[config.mk]
export PLATFORM = sky130hd
export DESIGN_NAME = flash_cmd_seq
export DESIGN_NICKNAME = d
export VERILOG_FILES = /design/src/rtl/flash_cmd_pkg.sv /design/src/rtl/flash_bus_if.sv /design/src/rtl/flash_cmd_dec.sv /design/src/rtl/flash_pe_engine.sv /design/src/rtl/flash_cmd_seq.sv
export SDC_FILE = /design/constraint.sdc
export NUM_CORES = 1
export LEC_CHECK = 0
export ABC_CLOCK_PERIOD_IN_PS = 1900
export BUFFER_PORTS_ARGS = -buffer_cell sky130_fd_sc_hd__buf_2
export CAP_MARGIN = 30
export CELL_PAD_IN_SITES_DETAIL_PLACEMENT = 0
export CELL_PAD_IN_SITES_GLOBAL_PLACEMENT = 2
export CORE_UTILIZATION = 31
export DETAILED_ROUTE_END_ITERATION = 7
export PLACE_DENSITY_LB_ADDON = 0.1
export SYNTH_ARGS = -nofsm -noshare
export SYNTH_HDL_FRONTEND = slang
export SYNTH_SLANG_ARGS = --single-unit
[constraint.sdc]
create_clock -name clk_i -period 1.9 [get_ports clk_i]
set_clock_uncertainty 0.1 [all_clocks]
set_input_delay 0.095 -clock clk_i [delete_from_list [all_inputs] [get_ports clk_i]]
set_output_delay 0.095 -clock clk_i [all_outputs]
set_load 0.1 [all_outputs]
[src/rtl/flash_cmd_pkg.sv]
package flash_cmd_pkg;
  typedef enum logic [1:0] {OP_NONE, OP_PROG, OP_BLK, OP_CHIP} arr_op_e;
  typedef enum logic [2:0] {E_IDLE, E_PROG, E_ERASE, E_SUSP, E_SPROG, E_ERR} eng_st_e;

  localparam int DW = 8;
  localparam int UW = 12;  // address bits compared in unlock cycles

  localparam logic [DW-1:0] C_UNL_A  = 8'hAA;
  localparam logic [DW-1:0] C_UNL_B  = 8'h55;
  localparam logic [DW-1:0] C_PROG   = 8'hA0;
  localparam logic [DW-1:0] C_ERASE  = 8'h80;
  localparam logic [DW-1:0] C_IDENT  = 8'h90;
  localparam logic [DW-1:0] C_RESET  = 8'hF0;
  localparam logic [DW-1:0] C_BLK    = 8'h30;
  localparam logic [DW-1:0] C_CHIP   = 8'h10;
  localparam logic [DW-1:0] C_SUSP   = 8'hB0;
  localparam logic [DW-1:0] C_RESUME = 8'h30;
  localparam logic [UW-1:0] A_UNL_A  = 12'h555;
  localparam logic [UW-1:0] A_UNL_B  = 12'h2AA;
endpackage

[src/rtl/flash_bus_if.sv]
module flash_bus_if
  import flash_cmd_pkg::*;
#(
  parameter int AW = 20
) (
  input  logic          clk_i,
  input  logic          rst_ni,
  input  logic          ce_ni,
  input  logic          we_ni,
  input  logic          oe_ni,
  input  logic [AW-1:0] addr_i,
  input  logic [DW-1:0] data_i,
  output logic          cmd_v_o,
  output logic [AW-1:0] cmd_addr_o,
  output logic [DW-1:0] cmd_data_o,
  output logic          rd_act_o,
  output logic          rd_end_o
);
  logic wr_act, wr_q, rd_q;
  logic [AW-1:0] addr_q;

  assign wr_act   = ~ce_ni & ~we_ni;
  assign rd_act_o = ~ce_ni & ~oe_ni & we_ni;

  always_ff @(posedge clk_i or negedge rst_ni) begin
    if (!rst_ni) begin
      wr_q   <= 1'b0;
      rd_q   <= 1'b0;
      addr_q <= '0;
    end else begin
      wr_q <= wr_act;
      rd_q <= rd_act_o;
      if (wr_act && !wr_q) addr_q <= addr_i;  // later of the two falls
    end
  end

  // data taken when the earlier strobe rises
  assign cmd_v_o    = wr_q & ~wr_act;
  assign cmd_addr_o = addr_q;
  assign cmd_data_o = data_i;
  assign rd_end_o   = rd_q & ~rd_act_o;

  p_addr_on_fall_r11: assert property (@(posedge clk_i) disable iff (!rst_ni)
    (wr_act && !wr_q) |=> cmd_addr_o == $past(addr_i));
endmodule

[src/rtl/flash_cmd_dec.sv]
module flash_cmd_dec
  import flash_cmd_pkg::*;
(
  input  logic          clk_i,
  input  logic          rst_ni,
  input  logic          cmd_v_i,
  input  logic [UW-1:0] cmd_addr_i,
  input  logic [DW-1:0] cmd_data_i,
  input  logic          busy_i,
  input  logic          susp_i,
  output logic          req_prog_o,
  output logic          req_blk_o,
  output logic          req_chip_o,
  output logic          req_susp_o,
  output logic          req_resume_o,
  output logic          req_reset_o,
  output logic          ident_o
);
  typedef enum logic [2:0] {S_IDLE, S_UNL1, S_UNL2, S_PRG, S_ERA0, S_ERA1, S_ERA2} seq_e;
  seq_e seq_q, seq_d;
  logic ident_d, is_unl_a, is_unl_b, at_unl;

  assign at_unl   = cmd_addr_i == A_UNL_A;
  assign is_unl_a = at_unl && cmd_data_i == C_UNL_A;
  assign is_unl_b = cmd_addr_i == A_UNL_B && cmd_data_i == C_UNL_B;

  always_comb begin
    seq_d        = seq_q;
    ident_d      = ident_o;
    req_prog_o   = 1'b0;
    req_blk_o    = 1'b0;
    req_chip_o   = 1'b0;
    req_susp_o   = 1'b0;
    req_resume_o = 1'b0;
    req_reset_o  = 1'b0;
    if (cmd_v_i) begin
      seq_d = S_IDLE;
      if (busy_i) begin
        req_susp_o  = cmd_data_i == C_SUSP;
        req_reset_o = cmd_data_i == C_RESET;
      end else begin
        unique case (seq_q)
          S_IDLE: if (is_unl_a) seq_d = S_UNL1;
                  else begin
                    ident_d      = 1'b0;
                    req_resume_o = susp_i && cmd_data_i == C_RESUME;
                  end
          S_UNL1: if (is_unl_b) seq_d = S_UNL2; else ident_d = 1'b0;
          S_UNL2: begin
            ident_d = 1'b0;
            if (at_unl) begin
              if (cmd_data_i == C_PROG) seq_d = S_PRG;
              else if (cmd_data_i == C_ERASE && !susp_i) seq_d = S_ERA0;
              else if (cmd_data_i == C_IDENT && !susp_i) ident_d = 1'b1;
            end
          end
          S_PRG:  req_prog_o = 1'b1;
          S_ERA0: if (is_unl_a) seq_d = S_ERA1;
          S_ERA1: if (is_unl_b) seq_d = S_ERA2;
          S_ERA2: begin
            req_blk_o  = cmd_data_i == C_BLK;
            req_chip_o = cmd_data_i == C_CHIP && at_unl;
          end
          default: seq_d = S_IDLE;
        endcase
      end
    end
  end

  always_ff @(posedge clk_i or negedge rst_ni) begin
    if (!rst_ni) begin
      seq_q   <= S_IDLE;
      ident_o <= 1'b0;
    end else begin
      seq_q   <= seq_d;
      ident_o <= ident_d;
    end
  end

  p_bad_unlock_r4: assert property (@(posedge clk_i) disable iff (!rst_ni)
    (cmd_v_i && !busy_i && seq_q == S_UNL1 && !is_unl_b) |=> (seq_q == S_IDLE && !ident_o));
endmodule

[src/rtl/flash_pe_engine.sv]
module flash_pe_engine
  import flash_cmd_pkg::*;
#(
  parameter int AW      = 20,
  parameter int BLK_LSB = 16,
  parameter int TIMEOUT = 4096
) (
  input  logic          clk_i,
  input  logic          rst_ni,
  input  logic          req_prog_i,
  input  logic          req_blk_i,
  input  logic          req_chip_i,
  input  logic          req_susp_i,
  input  logic          req_resume_i,
  input  logic          req_reset_i,
  input  logic [AW-1:0] req_addr_i,
  input  logic [DW-1:0] req_data_i,
  input  logic          arr_done_i,
  output logic          arr_start_o,
  output logic [1:0]    arr_op_o,
  output logic [AW-1:0] arr_addr_o,
  output logic [DW-1:0] arr_data_o,
  output eng_st_e       st_o,
  output logic [AW-1:0] ers_addr_o,
  output logic          last_prog_o
);
  localparam int CW = $clog2(TIMEOUT + 1);

  eng_st_e st_q;
  arr_op_e ers_kind_q, op;
  logic [AW-1:0] prg_addr_q, ers_addr_q;
  logic [DW-1:0] prg_data_q;
  logic [CW-1:0] cnt_q;
  logic active, timeout_hit, same_blk;

  always_comb begin
    unique case (st_q)
      E_PROG, E_SPROG: op = OP_PROG;
      E_ERASE:         op = ers_kind_q;
      default:         op = OP_NONE;
    endcase
  end

  assign active      = op != OP_NONE;
  assign timeout_hit = active && !arr_done_i && cnt_q == CW'(TIMEOUT - 1);
  assign same_blk    = req_addr_i[AW-1:BLK_LSB] == ers_addr_q[AW-1:BLK_LSB];

  always_ff @(posedge clk_i or negedge rst_ni) begin
    if (!rst_ni) begin
      st_q        <= E_IDLE;
      ers_kind_q  <= OP_BLK;
      prg_addr_q  <= '0;
      ers_addr_q  <= '0;
      prg_data_q  <= '0;
      cnt_q       <= '0;
      arr_start_o <= 1'b0;
      last_prog_o <= 1'b0;
    end else begin
      arr_start_o <= 1'b0;
      cnt_q       <= active ? cnt_q + 1'b1 : '0;
      unique case (st_q)
        E_IDLE: begin
          if (req_prog_i) begin
            prg_addr_q <= req_addr_i; prg_data_q <= req_data_i;
            st_q <= E_PROG; arr_start_o <= 1'b1; last_prog_o <= 1'b1;
          end else if (req_blk_i || req_chip_i) begin
            ers_addr_q <= req_addr_i;
            ers_kind_q <= req_chip_i ? OP_CHIP : OP_BLK;
            st_q <= E_ERASE; arr_start_o <= 1'b1; last_prog_o <= 1'b0;
          end
        end
        E_PROG:  if (arr_done_i) st_q <= E_IDLE; else if (timeout_hit) st_q <= E_ERR;
        E_ERASE: begin
          if (arr_done_i) st_q <= E_IDLE;
          else if (timeout_hit) st_q <= E_ERR;
          else if (req_susp_i && ers_kind_q == OP_BLK) st_q <= E_SUSP;
        end
        E_SUSP: begin
          if (req_prog_i && !same_blk) begin
            prg_addr_q <= req_addr_i; prg_data_q <= req_data_i;
            st_q <= E_SPROG; arr_start_o <= 1'b1; last_prog_o <= 1'b1;
          end else if (req_resume_i) begin
            st_q <= E_ERASE; arr_start_o <= 1'b1; last_prog_o <= 1'b0;
          end
        end
        E_SPROG: if (arr_done_i) st_q <= E_SUSP; else if (timeout_hit) st_q <= E_ERR;
        E_ERR:   if (req_reset_i) st_q <= E_IDLE;
        default: st_q <= E_IDLE;
      endcase
    end
  end

  assign arr_op_o   = op;
  assign arr_addr_o = (st_q == E_ERASE) ? ers_addr_q : prg_addr_q;
  assign arr_data_o = prg_data_q;
  assign st_o       = st_q;
  assign ers_addr_o = ers_addr_q;

  p_start_has_op_r2: assert property (@(posedge clk_i) disable iff (!rst_ni)
    arr_start_o |-> arr_op_o != OP_NONE);
  p_done_frees_r5: assert property (@(posedge clk_i) disable iff (!rst_ni)
    (st_q == E_PROG && arr_done_i) |=> (arr_op_o == OP_NONE && !arr_start_o));
  p_timeout_err_r9: assert property (@(posedge clk_i) disable iff (!rst_ni)
    timeout_hit |=> st_q == E_ERR);
  p_suspend_parks_r7: assert property (@(posedge clk_i) disable iff (!rst_ni)
    (st_q == E_ERASE && req_susp_i && ers_kind_q == OP_BLK && !arr_done_i && !timeout_hit)
      |=> (st_q == E_SUSP && arr_op_o == OP_NONE));
  p_same_blk_drop_r7: assert property (@(posedge clk_i) disable iff (!rst_ni)
    (st_q == E_SUSP && req_prog_i && same_blk) |=> st_q == E_SUSP);
endmodule

[src/rtl/flash_cmd_seq.sv]
module flash_cmd_seq
  import flash_cmd_pkg::*;
#(
  parameter int          AW        = 20,
  parameter int          BLK_LSB   = 16,
  parameter int          TIMEOUT   = 4096,
  parameter logic [7:0]  MAKER_ID  = 8'h3C,
  parameter logic [7:0]  DEVICE_ID = 8'hA7
) (
  input  logic          clk_i,
  input  logic          rst_ni,
  input  logic          ce_ni,
  input  logic          we_ni,
  input  logic          oe_ni,
  input  logic [AW-1:0] addr_i,
  input  logic [7:0]    data_i,
  output logic [7:0]    data_o,
  output logic          data_oe_o,
  output logic          ready_o,
  output logic [AW-1:0] rd_addr_o,
  input  logic [7:0]    rd_data_i,
  output logic          arr_start_o,
  output logic [1:0]    arr_op_o,
  output logic [AW-1:0] arr_addr_o,
  output logic [7:0]    arr_data_o,
  input  logic          arr_done_i
);
  logic cmd_v, rd_act, rd_end, ident;
  logic [AW-1:0] cmd_addr, ers_addr;
  logic [DW-1:0] cmd_data, status, rd_mux;
  logic req_prog, req_blk, req_chip, req_susp, req_resume, req_reset, last_prog;
  logic busy, susp, same_blk, stat_sel, b7, t6_q, t2_q;
  eng_st_e st;

  flash_bus_if #(.AW(AW)) u_bus (
    .clk_i, .rst_ni, .ce_ni, .we_ni, .oe_ni, .addr_i, .data_i,
    .cmd_v_o(cmd_v), .cmd_addr_o(cmd_addr), .cmd_data_o(cmd_data),
    .rd_act_o(rd_act), .rd_end_o(rd_end)
  );

  flash_cmd_dec u_dec (
    .clk_i, .rst_ni, .cmd_v_i(cmd_v), .cmd_addr_i(cmd_addr[UW-1:0]),
    .cmd_data_i(cmd_data), .busy_i(busy), .susp_i(susp),
    .req_prog_o(req_prog), .req_blk_o(req_blk), .req_chip_o(req_chip),
    .req_susp_o(req_susp), .req_resume_o(req_resume), .req_reset_o(req_reset),
    .ident_o(ident)
  );

  flash_pe_engine #(.AW(AW), .BLK_LSB(BLK_LSB), .TIMEOUT(TIMEOUT)) u_eng (
    .clk_i, .rst_ni, .req_prog_i(req_prog), .req_blk_i(req_blk), .req_chip_i(req_chip),
    .req_susp_i(req_susp), .req_resume_i(req_resume), .req_reset_i(req_reset),
    .req_addr_i(cmd_addr), .req_data_i(cmd_data), .arr_done_i,
    .arr_start_o, .arr_op_o, .arr_addr_o, .arr_data_o,
    .st_o(st), .ers_addr_o(ers_addr), .last_prog_o(last_prog)
  );

  assign busy     = st inside {E_PROG, E_ERASE, E_SPROG, E_ERR};
  assign susp     = st == E_SUSP || st == E_SPROG;
  assign same_blk = addr_i[AW-1:BLK_LSB] == ers_addr[AW-1:BLK_LSB];
  assign stat_sel = busy || (st == E_SUSP && same_blk);
  assign ready_o  = rst_ni & ~busy;

  always_ff @(posedge clk_i or negedge rst_ni) begin
    if (!rst_ni) begin
      t6_q <= 1'b0;
      t2_q <= 1'b0;
    end else if (rd_end) begin
      if (busy) t6_q <= ~t6_q;
      if (st == E_ERASE || (st == E_SUSP && same_blk)) t2_q <= ~t2_q;
    end
  end

  assign b7     = busy ? (last_prog & ~arr_data_o[7]) : 1'b1;
  assign status = {b7, t6_q, st == E_ERR, 1'b0, st == E_ERASE, t2_q, 2'b00};

  always_comb begin
    if (stat_sel)   rd_mux = status;
    else if (ident) rd_mux = addr_i[1] ? 8'h00 : (addr_i[0] ? DEVICE_ID : MAKER_ID);
    else            rd_mux = rd_data_i;
  end

  assign data_oe_o = rd_act & rst_ni;
  assign data_o    = data_oe_o ? rd_mux : 8'h00;
  assign rd_addr_o = addr_i;
endmodule

[Word level (Yosys, flattened, before mapping)]
Cells that the tools add are included.
Widths: inputs -> output; s select.
Word-level totals
  flip-flop bits (word level): 96
  input bits: 42
  output and inout port bits: 61
  word-level logic and storage cells: 173
Operators by class
  $add $sub $neg: 1
  eq/ne operators: 34
  muxes and demuxes: 71
  bitwise operators: 18
  reductions and logical operators: 34
Operator list (count)
  $mux 20: 3
  $mux 8: 7
  $mux 3: 17
  $eq 8x8->1 const B: 6
  $pmux 20 s2: 1
  $mux 1: 34
  $pmux 3 s6: 1
  $pmux 8 s2: 1
  $eq 3x3->1 const B: 5
  $pmux 3 s5: 1
  $add 13x1->13 const B: 1
  $eq 13x12->1 const B: 1
  $mux 13: 1
  $eq 12x10->1 const B: 1
  $eq 12x11->1 const B: 1
  $eq 3x2->1 const B: 4
  $logic_and 1x1->1: 12
  $not 1->1: 10
  $reduce_and 3->1: 3
  $and 1x1->1: 8
  $eq 4x4->1: 2
  $eq 8x5->1 const B: 1
  $eq 8x6->1 const B: 1
  $eq 8x7->1 const B: 1
  other kinds (21): 35

[Logic depth before layout (Yosys ltp)]
Gate-level depths: netlist (run 1).
  depth after elaboration: 10
  depth in mapped cells: 7
  mapped depth without buffers: 7

[Cells and area by module]
Synthesis (run 1) repeated with hierarchy kept, for this count alone.
Second synthesis, totals
  cells, all modules: 640
  area total of the unflattened synthesis: 6014.5 um^2
Modules (own cells, without submodules)
  flash_pe_engine: instances 1, cells each 437, area each 4057.6 um^2, seq. area each 1676.6 um^2
  flash_bus_if: instances 1, cells each 57, area each 892.1 um^2, seq. area each 550.5 um^2
  flash_cmd_seq: instances 1, cells each 84, area each 619.3 um^2, seq. area each 50.0 um^2
  flash_cmd_dec: instances 1, cells each 62, area each 445.4 um^2, seq. area each 100.1 um^2

[Worst setup path before layout (run 1)]
No wires, ideal clock.
  path kind: register -> output
  start: register u_eng.st_q[1], in the netlist u_eng.st_o[1]
  end: output port data_o[2]
  arrival: 3608 ps
  required time: 1705 ps
  path slack: -1903 ps
  cell stages (with the launch flop): 7
  path buffers: 1
  cells stage by stage: dfrtp_1 -> or3_1 -> and2_1 -> clkbuf_1 -> nor2_1 -> nor2_1 -> a211oi_1
On the way
  word-level cells in the longest chain between the ends: 5
  elaborated cells between the ends (all ways): 10
  those cells by class: eq/ne: 5; mux: 2; reduce/logical: 3
Ends and longest elaborated chain
  start, declared: line flash_pe_engine.sv:29  | eng_st_e st_q;
  start signal, assigned: line flash_pe_engine.sv:50  | st_q <= E_IDLE;
  start signal, assigned: line flash_pe_engine.sv:65  | st_q <= E_PROG; arr_start_o <= 1'b1; last_prog_o <= 1'b1;
  start signal, assigned: line flash_pe_engine.sv:69  | st_q <= E_ERASE; arr_start_o <= 1'b1; last_prog_o <= 1'b0;
  $eq 3x1->1, or another cell as far along: line flash_cmd_seq.sv:57  | assign busy = st inside {E_PROG, E_ERASE, E_SPROG, E_ERR};
  $reduce_bool 4->1 or $logic_and 1x1->1 (tied branches): line flash_cmd_seq.sv:57, flash_cmd_seq.sv:60
  $logic_or 1x1->1 *: line flash_cmd_seq.sv:60  | assign stat_sel = busy || (st == E_SUSP && same_blk);
  $mux 8 *: line flash_cmd_seq.sv:77  | if (stat_sel) rd_mux = status;
  $mux 8 *: line flash_cmd_seq.sv:83  | assign data_o = data_oe_o ? rd_mux : 8'h00;
  end, declared: line flash_cmd_seq.sv:17  | output logic [7:0] data_o,
Mark *: on every way between the ends. The rest lies on a longest branch, timed or not.

[Worst setup path after layout (run 1)]
  start: register u_eng.ers_addr_q[16], in the netlist u_eng.ers_addr_o[16]
  end: output port data_o[3]
On the way
  word-level cells in the longest chain between the ends: 5
Ends and longest elaborated chain
  start, declared: line flash_pe_engine.sv:31  | logic [AW-1:0] prg_addr_q, ers_addr_q;
  start signal, assigned: line flash_pe_engine.sv:67  | ers_addr_q <= req_addr_i;
  $eq 4x4->1: line flash_cmd_seq.sv:59  | assign same_blk = addr_i[AW-1:BLK_LSB] == ers_addr[AW-1:BLK_LSB];
  $logic_and 1x1->1: line flash_cmd_seq.sv:60
  $logic_or 1x1->1: line flash_cmd_seq.sv:60
  $mux 8: line flash_cmd_seq.sv:77
  $mux 8: line flash_cmd_seq.sv:83
Every way passes these cells.

==> results of run 1 <==
[flip-flops by register name, indices dropped and copies added, names as in the netlist]
signal / cells
u_bus.cmd_addr_o: 20
u_eng.ers_addr_o: 20
u_eng.prg_addr_q: 20
u_eng.cnt_q: 13
u_eng.arr_data_o: 8
u_dec.seq_q: 3
u_eng.st_o: 3
t2_q: 1
t6_q: 1
u_bus.rd_q: 1
u_bus.wr_q: 1
u_dec.ident_o: 1
u_eng.arr_start_o: 1
u_eng.ers_kind_q: 1
u_eng.last_prog_o: 1
[layer usage]
layer | vias to the layer above | routed length [µm]
met5 | - | 0
met4 | 0 | 225
met3 | 13 | 572
met2 | 74 | 7930
met1 | 2103 | 7130
li1 | 2008 | -
[kinds of logic (layout without fill, tap and decap cells)]
group                      after synthesis  after routing  share of synthesized area (%)
and+or+nand+nor                        186            186                           18.4
xor gates and xnor gates                20             20                           3.53
DFF                                     95             95                           47.9
muxes                                   69             69                           17.5
adders and majority gates                1              1                          0.252
buffers and inverters                   43            259                           5.93
AOI/OAI and AO/OA                       50             50                           6.48
[power breakdown]
group	switching (mW)	internal [mW]
sequential	0.0987	2.13
clock	0.804	0.957
combinational	1.01	0.787
[cell usage after synthesis (2+ instances only)]
library cell	instances	area share [%]
nand3b_1	2	0.30
o22ai_1	2	0.25
xor2_1	12	2.1
o21ai_0	13	1.3
inv_1	5	0.38
nor2b_1	5	0.63
buf_2	2	0.20
mux2_4	25	7.6
nand4b_1	2	0.35
a211oi_1	4	0.61
o31ai_1	2	0.30
xnor2_1	8	1.4
and4bb_2	3	0.76
nand2_1	85	6.4
dfrtp_1	95	48
buf_6	3	0.68
or3_1	6	0.76
a21oi_1	16	1.6
mux2_2	43	9.8
nor3_1	9	0.91
nand3_1	10	1.0
nor4bb_1	2	0.40
clkbuf_1	9	0.68
a21o_1	2	0.30
nor4_1	2	0.25
nand4_1	7	0.88
or3b_2	2	0.35
nor2_1	32	2.4
and2_1	2	0.25
buf_4	20	3.0
nand2b_1	7	0.88
buf_12	2	0.81
[metrics by stage]
stage / power, mW / setup slack (ns) / util, %
after global placement: 3.48 / -0.277 / 43.8
after global routing: 6.01 / -0.432 / 54.8
after detailed placement: 3.48 / -0.279 / 43.8
after CTS: 5.85 / -0.390 / 53.8
after floorplan: 2.97 / -0.377 / -
final: 5.79 / -0.363 / 54.8
[path summary, 6_finish.rpt]
check / endpoint / cells after the start
setup reg to reg: u_eng.ers_addr_o[18]$_DFFE_PN0P_ / 7
hold / removal: u_dec.seq_q[2]$_DFFE_PN0P_ / 3
max in group asynchronous: u_dec.seq_q[2]$_DFFE_PN0P_ / 3
min in group asynchronous: u_eng.ers_addr_o[11]$_DFFE_PN0P_ / 3
hold reg to reg: t6_q$_DFFE_PN0P_ / 1
setup / recovery: data_o[3] / 8
[worst min-delay path: stages]
cell and delay [ns]:
buf_2 0.10, buf_4 0.14, o31ai_2 0.09
[layout by cell type, fill, tap and decap left out, types with 5 or more instances in the layout]
cell type,synthesis,routed
a21oi_4,0,6
dlygate4sd3_1,0,30
clkbuf_16,0,9
mux2_2,43,37
nor2_1,32,28
a21oi_1,16,9
buf_2,2,69
xnor2_1,8,5
buf_6,3,19
nand2_1,85,29
nand4_1,7,7
xor2_1,12,8
nand2_2,0,6
buf_4,20,71
mux2_4,25,31
o21ai_2,1,5
buf_12,2,43
nand2b_1,7,6
dfrtp_1,95,95
nand2_4,0,49
nand3_1,10,8
o21ai_0,13,7
[area by class of cell]
class                   instances  area (µm²)
fillers                      1346        6970
multi-input cells             326        3130
flip-flops and latches         95        2380
repair buffers                237        2370
well taps                     211         264
clock buffers                  13         260
inverters                       7        42.5
clock inverters                 2        16.3
[timing repair]
| action | in CTS | in global routing |
|---|---|---|
| endpoints found under the setup margin | 99 | 103 |
| pin swaps | 56 | 28 |
| hold buffers | 30 | 0 |
| endpoints found under the hold margin | 123 | 0 |
| setup buffers | 28 | 10 |
| gates resized for setup | 132 | 49 |
| cloned | 7 | 0 |
==> flow_summary.json, run 1 <==
{
  "path_clk_slew_ns": 0.06,
  "crit_buf_inv": 3,
  "grt.met2_usage_pct": 33.9,
  "clk_latency_ns": 0.36,
  "slowest_delay_ns": 0.39,
  "syn2layout_area_growth_pct": 70.4,
  "grtUsageTotal_pct": 20.1,
  "p_leak_nw": 4.02,
  "final.setup.tns_ns": -15.08,
  "core_um2": 15400,
  "maxSlewHeadroom_pct": 50.4,
  "slew_viol_final": 0,
  "vias_per_cell": 4.71,
  "p_per_area_nw_per_um2": 685,
  "cts-buffers-inserted": 9,
  "ys_warn_count": 0,
  "syn_inst": 464,
  "post-place-cells": 810,
  "grt_max_degree": 56,
  "fmax_mhz": 442,
  "place_congestion": 0.801,
  "antenna_found_initial": 0,
  "hold_violations": 0,
  "dieArea_um2": 16500,
  "dieWidth_um": 129,
  "first_iter_violations": 221,
  "grt_first_pass_wirelength_mm": 24.7,
  "synthFlopType": "dfrtp_1",
  "hp-class": "primary input to flop",
  "finalCriticalPeriod_ns": 2.26,
  "async_flop_share_pct": 100,
  "fin_ws_ns": -0.363,
  "die_y_um": 129,
  "synth_nets": 507,
  "crit_fanout": 4,
  "route.detailed.drc": 0,
  "final_nets": 719,
  "dp_hpwl_mm": 10.1,
  "grt_busiest_layer": "met2",
  "clockBufferDepth": 2,
  "vias": 4198,
  "grt_setup_unrepaired": "yes",
  "timing.rr.start": "u_eng.st_o[1]$_DFFE_PN0P_",
  "grt_pass1_vias": 4447,
  "drive_gt1_share_pct": 60.0,
  "tightest_slew_ns": 0.744,
  "cts_tree": "yes",
  "n_antenna_cell": 0,
  "worstSetupStartpointType": "flop",
  "cts.sinks": 95,
  "antenna_left": 0,
  "cp.arrival_ns": 2.07,
  "ys_ff_latch": 95,
  "peakVddDrop_v": 0.000469,
  "finalCritPeriodShare_pct": 119,
  "grt_use_met3_pct": 3.70,
  "worstSetupEndpointType": "output pin",
  "syn-cell-area_um2": 4960,
  "firstDrtPassIters": 4,
  "num_rows": 45,
  "path_delay_family": "simple AND/OR/NAND/NOR gates",
  "drt_wl_total_mm": 15.9,
  "cts_root_buffer": "clkbuf_16",
  "fin_area_um2": 8450,
  "start_util_pct": 32.2,
  "port_buffers": 102,
  "regToRegSetupSlack_ns": -0.25,
  "wl_per_cell_um": 17.8,
  "synth_edf_count": 0,
  "final_cells": 891,
  "grt_overflow": 0,
  "whs_ns": 0.0102,
  "cp_cell_sequence": "buf_4 -> xnor2_4 -> nand3_4 -> nor3_4 -> buf_6 -> or3_4 -> a21oi_4 -> buf_12",
  "slowest_stage": "dfrtp_1",
  "avgSynthCellArea_um2": 10.7,
  "cp.required_ns": 1.70,
  "ioPinCount": 103,
  "yosysSeqAreaShare_pct": 47.9,
  "critPathLaunch": "u_eng.ers_addr_o[16]$_DFFE_PN0P_",
  "htree_levels": 3,
  "synthDistinctLibCells": 57,
  "max_cap_viol_count": 0,
  "setup_viol": 84,
  "placed_area_um2": 6750,
  "hp-start": "data_i[4]",
  "grtUsageMet1_pct": 26.1,
  "outcome": "finished with violations",
  "violations": "negative setup slack",
  "criticalPathCategory": "flop to output pin"
}
No activity file was read; power rests on OpenSTA's default activity.
==> inputs of run 2 (changes only) <==
--- a/config.mk
+++ b/config.mk
@@ -5,12 +5,12 @@
 export SDC_FILE = /design/constraint.sdc
 export NUM_CORES = 1
 export LEC_CHECK = 0
-export ABC_CLOCK_PERIOD_IN_PS = 1900
+export ABC_CLOCK_PERIOD_IN_PS = 2450
 export BUFFER_PORTS_ARGS = -buffer_cell sky130_fd_sc_hd__buf_2
 export CAP_MARGIN = 30
 export CELL_PAD_IN_SITES_DETAIL_PLACEMENT = 0
 export CELL_PAD_IN_SITES_GLOBAL_PLACEMENT = 2
-export CORE_UTILIZATION = 31
+export CORE_UTILIZATION = 35
 export DETAILED_ROUTE_END_ITERATION = 7
 export PLACE_DENSITY_LB_ADDON = 0.1
 export SYNTH_ARGS = -nofsm -noshare
==> constraint.sdc (replaced) <==
create_clock -name clk_i -period 2.45 [get_ports clk_i]
set_clock_uncertainty 0.1 [all_clocks]
set_input_delay 0.1225 -clock clk_i [delete_from_list [all_inputs] [get_ports clk_i]]
set_output_delay 0.1225 -clock clk_i [all_outputs]
set_load 0.1 [all_outputs]
==> flow_summary.json, run 2 (synthesized netlist as in run 1, its figures left out) <==
{
  "antenna_found_initial": 0,
  "hp-class": "primary input to flop",
  "cts_tree": "yes",
  "grtUsageTotal_pct": 18.8,
  "finalCriticalPeriod_ns": 2.37,
  "p_per_area_nw_per_um2": 582,
  "crit_fanout": 4,
  "core_um2": 13800,
  "max_cap_viol_count": 0,
  "p_leak_nw": 3.13,
  "die_y_um": 121,
  "ioPinCount": 103,
  "clockBufferDepth": 2,
  "worstSetupEndpointType": "output pin",
  "first_iter_violations": 172,
  "num_rows": 43,
  "final_common_cell": "dfrtp_1",
  "setup_viol": 0,
  "dp_hpwl_mm": 8.92,
  "port_buffers": 102,
  "grt_max_degree": 44,
  "cts-buffers-inserted": 9,
  "crit_buf_inv": 5,
  "criticalPathCategory": "primary input to output pin",
  "path_clk_slew_ns": 0.07,
  "cp.required_ns": 2.23,
  "layout_common_cells": "dfrtp_1 (95), nand2_1 (84), buf_2 (71), mux2_2 (43), buf_12 (32)",
  "power.total_mw": 3.94,
  "wl_per_cell_um": 16.3,
  "tightest_slew_ns": 0.866,
  "cts.sinks": 95,
  "path_delay_family": "buffers and inverters",
  "finalCritPeriodShare_pct": 96.8,
  "route.detailed.drc": 0,
  "hold_violations": 0,
  "outcome": "complete, no violations",
  "dieArea_um2": 14700,
  "worstSetupStartpointType": "primary input",
  "syn2layout_area_growth_pct": 36.3,
  "drt_wl_total_mm": 12.7,
  "grt_first_pass_wirelength_mm": 21.1,
  "htree_levels": 3,
  "slew_viol_final": 0,
  "fin_util_pct": 48.9,
  "dieWidth_um": 121,
  "cp.arrival_ns": 2.15,
  "vias_per_cell": 4.92,
  "clk_latency_ns": 0.35,
  "slowest_delay_ns": 0.52,
  "grt_overflow": 0,
  "cts_root_buffer": "clkbuf_16",
  "maxSlewHeadroom_pct": 42.0,
  "place_congestion": 0.811,
  "fmax_mhz": 422,
  "grt_pass1_vias": 3966,
  "vias": 3833,
  "drive_gt1_share_pct": 39.6,
  "nFillCells": 1245,
  "firstDrtPassIters": 4,
  "antenna_left": 0,
  "peakVddDrop_v": 0.000450,
  "start_util_pct": 35.9,
  "n_antenna_cell": 0,
  "slowest_stage": "dlygate4sd3_1",
  "final_nets": 637,
  "grt_setup_unrepaired": "no",
  "cp_cell_sequence": "dlygate4sd3_1 -> buf_2 -> or3b_2 -> inv_1 -> nand2_1 -> buf_4 -> a211oi_2 -> buf_12"
}
## run 2: cell types whose count changed in the layout (fill, tap and decap cells not counted), sizes merged
cell and delta:
dlygate4sd3 +1, buf -83, inv +3, clkinv -2
## run 2: metrics by stage
stage          worst slack, ns  instance area [µm²]  hold WS [ns]  TNS (ns)  instances
6_report                0.0783                 6760        0.0116         0        779
5_1_grt                0.00292                 6760       0.00934         0        779
4_1_cts                0.00373                 6760       0.00321         0        779
3_5_place_dp             0.239                 6140        -0.108         0        731
3_3_place_gp             0.257                 6140        -0.110         0        731
2_1_floorplan           -0.454                 5040        -0.273    -0.671        464
## run 2: final cells by class
| class | instances | area, µm² | area share, % |
|---|---|---|---|
| repair buffers | 155 | 1460 | 21.6 |
| clock buffers | 13 | 260 | 3.85 |
| well taps | 180 | 225 | 3.33 |
| flip-flops and latches | 95 | 2380 | 35.1 |
| multi-input cells | 326 | 2380 | 35.2 |
| clock inverters | 3 | 25.0 | 0.370 |
| inverters | 7 | 30.0 | 0.444 |
## run 2: metal layers
metal / routed length, µm / GRT usage (%) / up-vias
met5: 0 / 0 / -
met4: 76 / 4.17 / 0
met3: 433 / 4.70 / 5
met2: 6090 / 30.2 / 67
met1: 6090 / 25.3 / 1915
li1: - / - / 1846
## run 2: path summary, 6_finish.rpt
| path | slack (ns) | to | cells after the start | start |
|---|---|---|---|---|
| setup / recovery | 0.08 | data_o[2] | 8 | we_ni |
| hold / removal | 0.01 | u_eng.arr_data_o[7]$_DFFE_PN0P_ | 2 | data_i[7] |
| setup reg to reg | 0.23 | u_eng.ers_addr_o[6]$_DFFE_PN0P_ | 6 | u_bus.cmd_addr_o[9]$_DFFE_PN0P_ |
| hold reg to reg | 0.37 | t6_q$_DFFE_PN0P_ | 1 | t6_q$_DFFE_PN0P_ |
| max in group asynchronous | 1.36 | u_eng.cnt_q[12]$_DFF_PN0_ | 3 | rst_ni |
| min in group asynchronous | 0.06 | u_bus.rd_q$_DFF_PN0_ | 2 | rst_ni |
## run 2: power breakdown
| group | switching (mW) | internal [mW] | leakage, nW | total (mW) |
|---|---|---|---|---|
| combinational | 0.540 | 0.278 | 1.72 | 0.817 |
| clock | 0.623 | 0.753 | 0.137 | 1.38 |
| sequential | 0.0883 | 1.65 | 1.28 | 1.74 |
## run 2: worst register-to-register path: cells and delay by family (launching register included)
kind / cells / cell delay [ns]
AOI/OAI and AO/OA: 1 / 0.26
and+or+nand+nor: 3 / 0.78
buffers and inverters: 1 / 0.21
muxes: 1 / 0.33
DFF: 1 / 0.43
## run 2: timing repair
action,CTS,global route
buffers inserted,1,0
hold buffers,31,0
setup endpoints to repair,7,20
endpoints found under the hold margin,122,0
resized for setup,4,3
